## config.mk

```make
export PLATFORM = sky130hd
export DESIGN_NAME = baud_timer
export DESIGN_NICKNAME = d
export VERILOG_FILES = /design/src/rtl/baud_pkg.sv /design/src/rtl/baud_divreg.sv /design/src/rtl/baud_counter.sv /design/src/rtl/baud_vote.sv /design/src/rtl/baud_timer.sv
export SDC_FILE = /design/constraint.sdc
export NUM_CORES = 1
export LEC_CHECK = 0
export BUFFER_PORTS_ARGS = -buffer_cell sky130_fd_sc_hd__buf_4
export CAP_MARGIN = 20
export CELL_PAD_IN_SITES_DETAIL_PLACEMENT = 1
export CELL_PAD_IN_SITES_GLOBAL_PLACEMENT = 2
export CORE_ASPECT_RATIO = 2
export CORE_MARGIN = 10
export CORE_UTILIZATION = 23
export CTS_CLUSTER_SIZE = 14
export DETAILED_ROUTE_END_ITERATION = 16
export MAX_ROUTING_LAYER = met4
export PLACE_DENSITY_LB_ADDON = 0.15
export SYNTH_ARGS = -nofsm -noshare
export SYNTH_HDL_FRONTEND = slang
export SYNTH_HIERARCHICAL = 1
export SYNTH_SLANG_ARGS = --single-unit
```

## constraint.sdc

```tcl
create_clock -name clk -period 2.45 [get_ports clk]
set_input_delay 0.245 -clock clk [delete_from_list [all_inputs] [get_ports clk]]
set_output_delay 0.245 -clock clk [all_outputs]
set_load 0.01 [all_outputs]
```

## src/rtl/baud_pkg.sv

```systemverilog
package baud_pkg;
    typedef enum logic [1:0] {
        RS_SLOW = 2'd0,
        RS_MID  = 2'd1,
        RS_FAST = 2'd2
    } rate_sel_e;
endpackage

```

## src/rtl/baud_divreg.sv

```systemverilog
module baud_divreg #(
    parameter int DIV_W = 16
) (
    input  logic               clk,
    input  logic               rst_n,
    input  logic               wr_en,
    input  logic               wr_hi,
    input  logic [DIV_W/2-1:0] wr_data,
    output logic [DIV_W-1:0]   div_next,
    output logic [DIV_W-1:0]   div_cur
);
    localparam int HALF_W = DIV_W / 2;

    typedef struct packed {
        logic [HALF_W-1:0] hi;
        logic [HALF_W-1:0] lo;
    } div_t;

    div_t div_d, div_q;

    always_comb begin
        div_d = div_q;
        if (wr_en) begin
            if (wr_hi) div_d.hi = wr_data;
            else       div_d.lo = wr_data;
        end
    end

    always_ff @(posedge clk or negedge rst_n) begin
        if (!rst_n) div_q <= '0;
        else        div_q <= div_d;
    end

    assign div_next = div_d;
    assign div_cur  = div_q;

    AST_WRITE_HOLD: assert property (@(posedge clk) disable iff (!rst_n)
        !wr_en |=> $stable(div_q));
endmodule

```

## src/rtl/baud_counter.sv

```systemverilog
module baud_counter import baud_pkg::*; #(
    parameter int DIV_W    = 16,
    parameter int SLOW_DIV = 64,
    parameter int MID_DIV  = 16,
    parameter int FAST_DIV = 4
) (
    input  logic             clk,
    input  logic             rst_n,
    input  logic             en,
    input  logic             sync_mode,
    input  logic             wide_div,
    input  logic             fast_div,
    input  logic             wr_hit,
    input  logic [DIV_W-1:0] div_next,
    output logic             tick_o,
    output logic             bit_o,
    output logic             samp_now,
    output logic             bit_now
);
    localparam int HALF_W = DIV_W / 2;
    localparam int PW     = $clog2(SLOW_DIV);

    typedef struct packed {
        logic [DIV_W-1:0] cnt;
        logic [PW-1:0]    pcnt;
        logic             wide;
        rate_sel_e        rsel;
        logic             tick;
        logic             bstb;
    } cnt_t;

    localparam cnt_t RST_VAL = '{cnt: '0, pcnt: PW'(SLOW_DIV - 1), wide: 1'b0,
                                 rsel: RS_SLOW, tick: 1'b0, bstb: 1'b0};

    function automatic logic [PW-1:0] top_of(rate_sel_e s);
        case (s)
            RS_MID:  top_of = PW'(MID_DIV - 1);
            RS_FAST: top_of = PW'(FAST_DIV - 1);
            default: top_of = PW'(SLOW_DIV - 1);
        endcase
    endfunction

    cnt_t          d, q;
    rate_sel_e     rsel_in;
    logic [PW-1:0] ptop, mid;
    logic [DIV_W-1:0] n_sel;
    logic          restart, tick_c, bit_c, samp_c;

    always_comb begin
        if (sync_mode)                rsel_in = RS_FAST;
        else if (wide_div && fast_div) rsel_in = RS_FAST;
        else if (wide_div || fast_div) rsel_in = RS_MID;
        else                           rsel_in = RS_SLOW;

        ptop    = top_of(rsel_in);
        mid     = (ptop >> 1) + PW'(1);
        n_sel   = wide_div ? div_next : {{HALF_W{1'b0}}, div_next[HALF_W-1:0]};
        restart = wr_hit || !en || (wide_div != q.wide) || (rsel_in != q.rsel);
        tick_c  = !restart && (q.cnt == '0);
        bit_c   = tick_c && (q.pcnt == '0);
        samp_c  = tick_c && ((q.pcnt == mid + PW'(1)) || (q.pcnt == mid) ||
                             (q.pcnt == mid - PW'(1)));

        d      = q;
        d.wide = wide_div;
        d.rsel = rsel_in;
        d.tick = tick_c;
        d.bstb = bit_c;
        if (restart || tick_c) d.cnt = n_sel;
        else                   d.cnt = q.cnt - DIV_W'(1);
        if (restart)           d.pcnt = ptop;
        else if (tick_c)       d.pcnt = (q.pcnt == '0) ? ptop : q.pcnt - PW'(1);
    end

    always_ff @(posedge clk or negedge rst_n) begin
        if (!rst_n) q <= RST_VAL;
        else        q <= d;
    end

    assign tick_o   = q.tick;
    assign bit_o    = q.bstb;
    assign samp_now = samp_c;
    assign bit_now  = bit_c;

    AST_BIT_ON_TICK: assert property (@(posedge clk) disable iff (!rst_n)
        q.bstb |-> q.tick);
    AST_PCNT_BOUND: assert property (@(posedge clk) disable iff (!rst_n)
        q.pcnt <= top_of(q.rsel));
    AST_QUIET_WHEN_OFF: assert property (@(posedge clk) disable iff (!rst_n)
        !en |=> (!q.tick && !q.bstb));
    AST_WRITE_RESTART: assert property (@(posedge clk) disable iff (!rst_n)
        wr_hit |=> (!q.tick && !q.bstb));
    AST_MODE_RESTART: assert property (@(posedge clk) disable iff (!rst_n)
        (wide_div != q.wide) |=> !q.bstb);
endmodule

```

## src/rtl/baud_vote.sv

```systemverilog
module baud_vote (
    input  logic clk,
    input  logic rst_n,
    input  logic rx_in,
    input  logic samp_now,
    input  logic bit_now,
    output logic vote
);
    typedef struct packed {
        logic [2:0] smp;
        logic       vote;
    } vote_t;

    vote_t d, q;

    always_comb begin
        d = q;
        if (samp_now) d.smp = {q.smp[1:0], rx_in};
        if (bit_now)  d.vote = (q.smp[0] & q.smp[1]) | (q.smp[0] & q.smp[2]) |
                               (q.smp[1] & q.smp[2]);
    end

    always_ff @(posedge clk or negedge rst_n) begin
        if (!rst_n) q <= '{smp: 3'b111, vote: 1'b1};
        else        q <= d;
    end

    assign vote = q.vote;

    AST_VOTE_ON_BIT: assert property (@(posedge clk) disable iff (!rst_n)
        (q.vote != $past(q.vote)) |-> $past(bit_now));
endmodule

```

## src/rtl/baud_timer.sv

```systemverilog
module baud_timer #(
    parameter int DIV_W    = 16,
    parameter int SLOW_DIV = 64,
    parameter int MID_DIV  = 16,
    parameter int FAST_DIV = 4
) (
    input  logic               clk,
    input  logic               rst_n,
    input  logic               en,
    input  logic               sync_mode,
    input  logic               wide_div,
    input  logic               fast_div,
    input  logic               wr_en,
    input  logic               wr_hi,
    input  logic [DIV_W/2-1:0] wr_data,
    input  logic               rx_in,
    output logic               tick_stb,
    output logic               bit_stb,
    output logic               rx_vote
);
    logic [DIV_W-1:0] div_next, div_cur;
    logic             samp_now, bit_now;

    baud_divreg #(.DIV_W(DIV_W)) u_divreg (
        .clk(clk), .rst_n(rst_n), .wr_en(wr_en), .wr_hi(wr_hi),
        .wr_data(wr_data), .div_next(div_next), .div_cur(div_cur)
    );

    baud_counter #(
        .DIV_W(DIV_W), .SLOW_DIV(SLOW_DIV), .MID_DIV(MID_DIV), .FAST_DIV(FAST_DIV)
    ) u_counter (
        .clk(clk), .rst_n(rst_n), .en(en), .sync_mode(sync_mode),
        .wide_div(wide_div), .fast_div(fast_div), .wr_hit(wr_en),
        .div_next(div_next), .tick_o(tick_stb), .bit_o(bit_stb),
        .samp_now(samp_now), .bit_now(bit_now)
    );

    baud_vote u_vote (
        .clk(clk), .rst_n(rst_n), .rx_in(rx_in), .samp_now(samp_now),
        .bit_now(bit_now), .vote(rx_vote)
    );

    AST_RESET_DIV: assert property (@(posedge clk) disable iff (!rst_n)
        $rose(rst_n) |-> (div_cur == '0));
endmodule

```

==> results.md, run 1 <==
- Footprint of the flip-flops and latches: about 0.0012 mm²
- Core region area: 0.01054 mm²
- Number of nets in the synthesized netlist: between 200 and 250
- Iteration-0 DRC Markers: 36
- Syn-to-layout area delta: 19.67%
- Die area: around 0.016 mm²
- Critical path data required time: 2.67 ns
- Die outline width: between 90 and 100 µm
- Post-synth ARST share: 1.000
- Total routing usage reported by global routing: 0.09907
- Portion of the post-synthesis area used by sequential elements: 0.4767
- Worst min-delay path category: primary input to async pin
- Global-route wire length before repair: ~11000 µm
- # hold bufs at CTS: 0
- Share of the clock period used by the worst path after layout: 0.9245
- Combined area of the multi-input logic cells: about 0.0012 mm²
- Largest net degree at the start of global routing: 48
- Relative slew slack: 0.5533
- Power density over cell area: roughly 700 mW/mm²
- Arr. time, crit path: approximately 2.5 ns
- Status: finished with violations
- Hold WS: -0.04301 ns
- Synth warnings: 6
- Syn Area/Cell: 11.33 µm²
- Summed instance area of the synthesized netlist: between 0.002 and 0.0025 mm²
- IR Drop Worst-Case VDD: between 0.2 and 0.25 mV
- Leakage power of the design: 0.001358 µW
- Met1 Track Usage GR: 0.09103
- Area fraction of the dominant cell type after synthesis: 0.3713
- Post-route insts no fill: about 390
- Maximum count of clock buffers along a single path: 2
- Ports: 20
- Number of antenna violations at the first check in global routing: 0
- Filler cell count in the final layout: roughly 1200
- Number of diodes added for antenna fixing: 0
- # nets final: 270
- Routing layer with the top usage in global route: met2
- Cell count after synthesis: 220
- Biggest area consumer among synthesized cells: sky130_fd_sc_hd__dfrtp_1
- Post-DRT Antenna Nets: 0
- Number of buffers inserted by port buffering: 19
- Clock root buffer: sky130_fd_sc_hd__clkbuf_16
- Setup Buffers After CTS: 0
- Drt wl/cell: about 18 µm
- Insertion delay to the later sink of the worst-skew pair: 0.29 ns
- Setup repair after global routing missed its margin: no
- Share of final-layout standard cells stronger than drive strength 1: 0.3092
- Most common library cells after synthesis: 37 x sky130_fd_sc_hd__dfrtp_1, 18 x sky130_fd_sc_hd__nand2_1, 17 x sky130_fd_sc_hd__o21ai_0
- Setup violation total in the final timing report: 0
- Shortest period the worst path allows: 2.265 ns
- Setup clock skew after layout: around 0.0062 ns
- Via count of the routed design: about 1800
- Maximum level of the CTS H-tree: 2
- TritonCTS Buffers: 5
- Global routing usage on met3: 0.02015
- Number of max-slew violations in the final report: 0
- Post-synthesis register bit count: 47
- Drt pass-1 iters: 2
- Number of global-route vias before repair: between 2000 and 2500
- Initial cell density of the core: 0.2365
- Number of different library cells in the post-synthesis netlist: between 50 and 60
- Overall die height: 167.3 µm
- Grt met2 use: 0.1917
- CTS tree: built
- Max-cap check violation count: 0
- Startpoint type of the worst setup path: primary input
- Sinks on the clock net: 47
- Leftover overflow at the end of global routing: 0
- CTS clk-pin slew, worst paths: approximately 0.07 ns
- DRC: 0
- Via count normalized by instance count: 4.578
- Failing checks: negative hold slack
- Maximum fanout count along the critical path: 3
- Highest clock rate: around 440 MHz
- DP HPWL: 5349 µm
- Number of synthesized flops with an enable pin: 0
- Cells after DPL: 378
- Post-synth top flop: sky130_fd_sc_hd__dfrtp_1
- Post-Route WL: approximately 7100 µm
- Final hold violation count: 16
- Dominant cell by count in the synthesized netlist: sky130_fd_sc_hd__dfrtp_1
- Cell depth of the worst flop-to-flop path: 8
- Total of cells resized after clock tree synthesis: 0
- CP endpoint kind: register
- Critical path type: primary input to register
- Leading cell types by total area after synthesis: sky130_fd_sc_hd__dfrtp_1 37%, sky130_fd_sc_hd__dfstp_2 11%, sky130_fd_sc_hd__mux2_2 5.0%, sky130_fd_sc_hd__mux2_4 4.8%, sky130_fd_sc_hd__xnor2_1 3.9%
- Num rows: between 50 and 60
- Slew at the pin closest to its max-slew limit: ~0.67 ns
- Final RePlAce weighted congestion: between 0.7 and 0.8
-- cell usage in the layout, fill, tap and decap left out, drive strengths merged, types with 4 or more instances in the layout --
cell / instances
a21oi: 4
buf: 30
clkbuf: 6
dfrtp: 37
dfstp: 10
ha: 5
inv: 10
mux2: 19
mux2i: 9
nand2: 21
nand2b: 4
nor2: 10
nor4: 5
o21ai: 18
or4: 4
xnor2: 11
xor2: 7
-- sequential cells by signal, summed over array words and instances, names as in the netlist --
signal and count:
u_counter/bit_o 1, u_counter/q 25, u_counter/tick_o 1, u_divreg/div_cur 16, u_vote/q 3, u_vote/vote 1
-- stage by stage --
stage                     TNS, ns  utilization  setup slack, ns  total power, µW  area (µm²)
final                           0       0.2830           0.1849             2114        2984
after global routing            0       0.2830          0.06248             2241        2984
after CTS                       0       0.2830           0.1720             2166        2984
after detailed placement  -0.4172       0.2665          -0.1394             1313        2810
after global placement    -0.3306       0.2665          -0.1110             1303        2810
after floorplan                 0            -          0.02102             1170        2495
-- worst paths after layout --
kind	start	end	slack [ns]
worst max-delay path	wide_div	u_vote/q[3]	0.18
worst min-delay path	rst_n	u_counter/q[2]	-0.04
worst max register to register	u_counter/q[11]	u_vote/q[3]	0.28
worst min register to register	u_divreg/div_cur[15]	u_divreg/div_cur[15]	0.50
max in group asynchronous	rst_n	u_counter/q[12]	2.01
min in group clk	rx_in	u_vote/q[1]	0.19
-- cell families after synthesis --
| family | after synthesis | share of synthesized area |
|---|---|---|
| xor+xnor | 18 | 0.06322 |
| compound gates | 38 | 0.09684 |
| fa+ha+maj | 5 | 0.02509 |
| simple gates | 65 | 0.1570 |
| buf+inv | 19 | 0.04716 |
| mux | 28 | 0.1340 |
| flops | 47 | 0.4767 |
-- worst max-delay path, stage by stage --
cell and delay [ns]:
sky130_fd_sc_hd__buf_4 0.11, sky130_fd_sc_hd__ha_1 0.20, sky130_fd_sc_hd__or2_2 0.30, sky130_fd_sc_hd__ha_1 0.31, sky130_fd_sc_hd__xnor2_1 0.15, sky130_fd_sc_hd__o211ai_1 0.12, sky130_fd_sc_hd__a2111o_1 0.43, sky130_fd_sc_hd__a21oi_1 0.25
sky130_fd_sc_hd__mux2_2 0.37
-- layer usage --
layer	routed length, µm	vias up
li1	-	834
met1	2490	912
met2	4374	14
met3	152	7
met4	111	0
met5	0	-
-- power breakdown --
| part | switching [µW] | internal [µW] |
|---|---|---|
| logic | 160 | 172 |
| clock network | 318 | 509 |
| registers | 82.4 | 873 |
-- area by class of cell --
class / instances / area share
clock buffers: 6 / 0.04654
clock inverters: 2 / 0.01174
inverters: 10 / 0.01258
multi-input cells: 154 / 0.3979
flip-flops and latches: 47 / 0.3983
well taps: 137 / 0.05744
repair buffers: 30 / 0.07547
(Power assumes the default switching activity.)
==> run 2, diff against run 1 <==
clock period = 2.1 ns   (was 2.45 ns; I/O delays follow)
==> run 2 against run 1 <==
  * The run now ends clean
  * Hold slack gained 0.19 ns
  * Cell count grew 3.1%
  * Global-route usage shrank 0.54 points
  * Non-clock buffer count grew 12
  * Worst setup slack lost 0.10 ns
  * Utilization grew 1.4 points
  * Final area grew 5.0%
  * First-iteration DRC count shrank 11%
  * Clock power is essentially flat
  * Power grew 12%
  * Clock-buffer cell count grew 1
  * Sequential share of layout area shrank 1.9 points
  * Largest cell class is now multi-input combinational cells
  * Largest power group unchanged
==> results.md, run 2 (same netlist as run 1, synthesis figures left out) <==
- Status: finished, final reports clean (was finished with violations)
- Power density over cell area: 756.1 mW/mm² (was 708.4 mW/mm²)
- Number of buffers inserted by port buffering: 19 (unchanged)
- Most flop-heavy register: u_counter/q (unchanged)
- Startpoint type of the worst setup path: register (was primary input)
- Clock root buffer: sky130_fd_sc_hd__clkbuf_16 (unchanged)
- Number of flip-flops in the largest register: 25 (unchanged)
- Number of antenna violations at the first check in global routing: 0 (unchanged)
- DP HPWL: 5204 µm (was 5349 µm)
- Launch point of the worst reg-to-reg path: u_counter/q[9] (was u_counter/q[11])
- Critical path buffer and inverter count: 0 (was 1)
- Placement Setup Slack: -0.2441 ns (was -0.1394 ns)
- Max-cap check violation count: 0 (unchanged)
- Largest net degree at the start of global routing: 48 (unchanged)
- Drt wl/cell: 17.06 µm (was 18.47 µm)
- Shortest period the worst path allows: between 2 and 2.5 ns
- Highest clock rate: ~500 MHz
- Number of global-route vias before repair: 2001 (was 2032)
- Maximum fanout count along the critical path: 8 (was 3)
- Number of diodes added for antenna fixing: 0 (unchanged)
- Iteration-0 DRC Markers: 32 (was 36)
- Total routing usage reported by global routing: 0.09371 (was 0.09907)
- Slew at the pin closest to its max-slew limit: 0.6417 ns (was 0.6701 ns)
- Share of final-layout standard cells stronger than drive strength 1: 0.3640 (was 0.3092)
- Maximum level of the CTS H-tree: 2 (unchanged)
- Via count of the routed design: 1787 (was 1767)
- Hold WS: 0.1501 ns (was -0.04301 ns)
- Die outline width: 93.63 µm (unchanged)
- Overall die height: 167.3 µm (unchanged)
- Total negative slack: 0 ns (unchanged)
- Num rows: 53 (unchanged)
- Cell depth of the worst flop-to-flop path: 4 (was 8)
- CTS clk-pin slew, worst paths: 0.07 ns (about the same)
- CP endpoint kind: register (unchanged)
- Arr. time, crit path: 2.24 ns (was 2.49 ns)
- Setup violation total in the final timing report: 0 (unchanged)
- RR Endpoint: u_vote/q[3] (unchanged)
- Post-Route WL: 6789 µm (was 7128 µm)
- CP max stage delay: 0.50 ns (was 0.43 ns)
- Ports: 20 (unchanged)
- Most frequent cells in the layout: 41 x sky130_fd_sc_hd__buf_4, 37 x sky130_fd_sc_hd__dfrtp_1, 17 x sky130_fd_sc_hd__nand2_1 (was 37 x sky130_fd_sc_hd__dfrtp_1, 30 x sky130_fd_sc_hd__buf_4, 18 x sky130_fd_sc_hd__nand2_1)
- Worst hold stages: 2
- Final hold violation count: 0 (was 16)
- Worst min-delay path category: primary input to register (was primary input to async pin)
- Final RePlAce weighted congestion: 0.7501 (was 0.7328)
- Setup clock skew after layout: 0.005768 ns (was 0.006242 ns)
- Initial cell density of the core: 0.2365 (unchanged)
- Destination of the worst hold path: u_vote/q[1]
- TritonCTS Buffers: 5 (unchanged)
- Leakage power of the design: 0.001418 µW (was 0.001358 µW)
- Slowest cell on crit path: sky130_fd_sc_hd__or4_1 (was sky130_fd_sc_hd__a2111o_1)
- Core region area: 0.01054 mm² (unchanged)
- CTS tree: built (unchanged)
- Setup ws final: 0.08270 ns (was 0.1849 ns)
- Leftover overflow at the end of global routing: 0 (unchanged)
- Drt pass-1 iters: 4 (was 2)
- Chain of cells forming the critical path: or4_1 -> a2111o_1 -> a21oi_4 -> mux2_4 (was buf_4 -> ha_1 -> or2_2 -> ha_1 -> xnor2_1 -> o211ai_1 -> a2111o_1 -> a21oi_1 -> mux2_2)
- Commonest non-fill, non-tap cell in the layout: sky130_fd_sc_hd__buf_4 (was sky130_fd_sc_hd__dfrtp_1)
- Kind of cell adding the most delay to the critical path: compound AO/OA/AOI/OAI gates (unchanged)
- Number of max-slew violations in the final report: 0 (unchanged)
- DRC: 0 (unchanged)
- Die area: 0.01566 mm² (unchanged)
- Share of the clock period used by the worst path after layout: 0.9606
- IR Drop Worst-Case VDD: 0.3513 mV (was 0.2481 mV)
- Critical path type: register to register (was primary input to register)
- Critical path data required time: 2.32 ns (was 2.67 ns)
- Core occupancy in the finished layout: 0.2971 (was 0.2830)
- Post-DRT Antenna Nets: 0 (unchanged)
- Setup Buffers After CTS: 0 (unchanged)
- Syn-to-layout area delta: 25.64% (was 19.67%)
- Global-route wire length before repair: 10860 µm (was 11390 µm)
- # nets final: 282 (was 270)
- Maximum count of clock buffers along a single path: 2 (unchanged)
- Insertion delay to the later sink of the worst-skew pair: 0.29 ns (about the same)
- Reg-to-reg slack, setup: 0.08 ns (was 0.28 ns)
- Sinks on the clock net: 47 (unchanged)
- Via count normalized by instance count: 4.490 (was 4.578)
- Launch point of the worst hold path: rx_in
- Relative slew slack: 0.5722 (was 0.5533)
run 2: cell types whose count changed in the layout (fill, tap and decap cells not counted), sizes merged:
cell,previous run,this run
buf,30,41
bufinv,1,0
clkbuf,6,7
dlygate4sd3,0,1
run 2: layer usage:
layer,part of all wire,wire (µm),GRT usage
met5,0,0,-
met4,0.019,132,0.04186
met3,0.0065,44,0.009404
met2,0.63,4257,0.1847
met1,0.35,2355,0.08496
run 2: per-stage QoR:
stage,total power (µW),instances,area (µm²)
2_1_floorplan,1385,220,2561
3_3_place_gp,1557,389,2950
3_5_place_dp,1564,389,2950
4_1_cts,2423,398,3112
5_1_grt,2505,398,3133
6_report,2369,398,3133
run 2: worst max path at each step:
stage               slack [ns]  depth (start not counted)       startpoint     endpoint
detailed placement       -0.24                          9         wide_div  u_vote/q[3]
floorplan                -0.05                          9         wide_div  u_vote/q[1]
finish                    0.08                          4   u_counter/q[9]  u_vote/q[3]
global placement         -0.20                          9         wide_div  u_vote/q[3]
CTS                       0.03                          8  u_counter/q[11]  u_vote/q[3]
global route             -0.01                         10  u_counter/q[11]  u_vote/vote
run 2: area by class of cell:
cell class / count / area (µm²)
multi-input cells: 154 / 1266
clock inverters: 1 / 8.758
well taps: 137 / 171.4
flip-flops and latches: 47 / 1189
inverters: 10 / 37.54
repair buffers: 42 / 317.8
fillers: 1168 / 7411
clock buffers: 7 / 142.6
run 2: timing repair:
| item | 4_1_cts | 5_1_grt |
|---|---|---|
| hold buffers | 1 | 0 |
| setup endpoints to repair | 0 | 5 |
| hold endpoints to repair | 37 | 0 |
| gates resized for setup | 0 | 6 |
run 2: power breakdown:
part	total [µW]	internal [µW]	leakage (µW)	switching [µW]
Clock	827	477	0.0000741	349
Sequential	1110	1020	0.000553	90.3
Combinational	433	236	0.000791	198
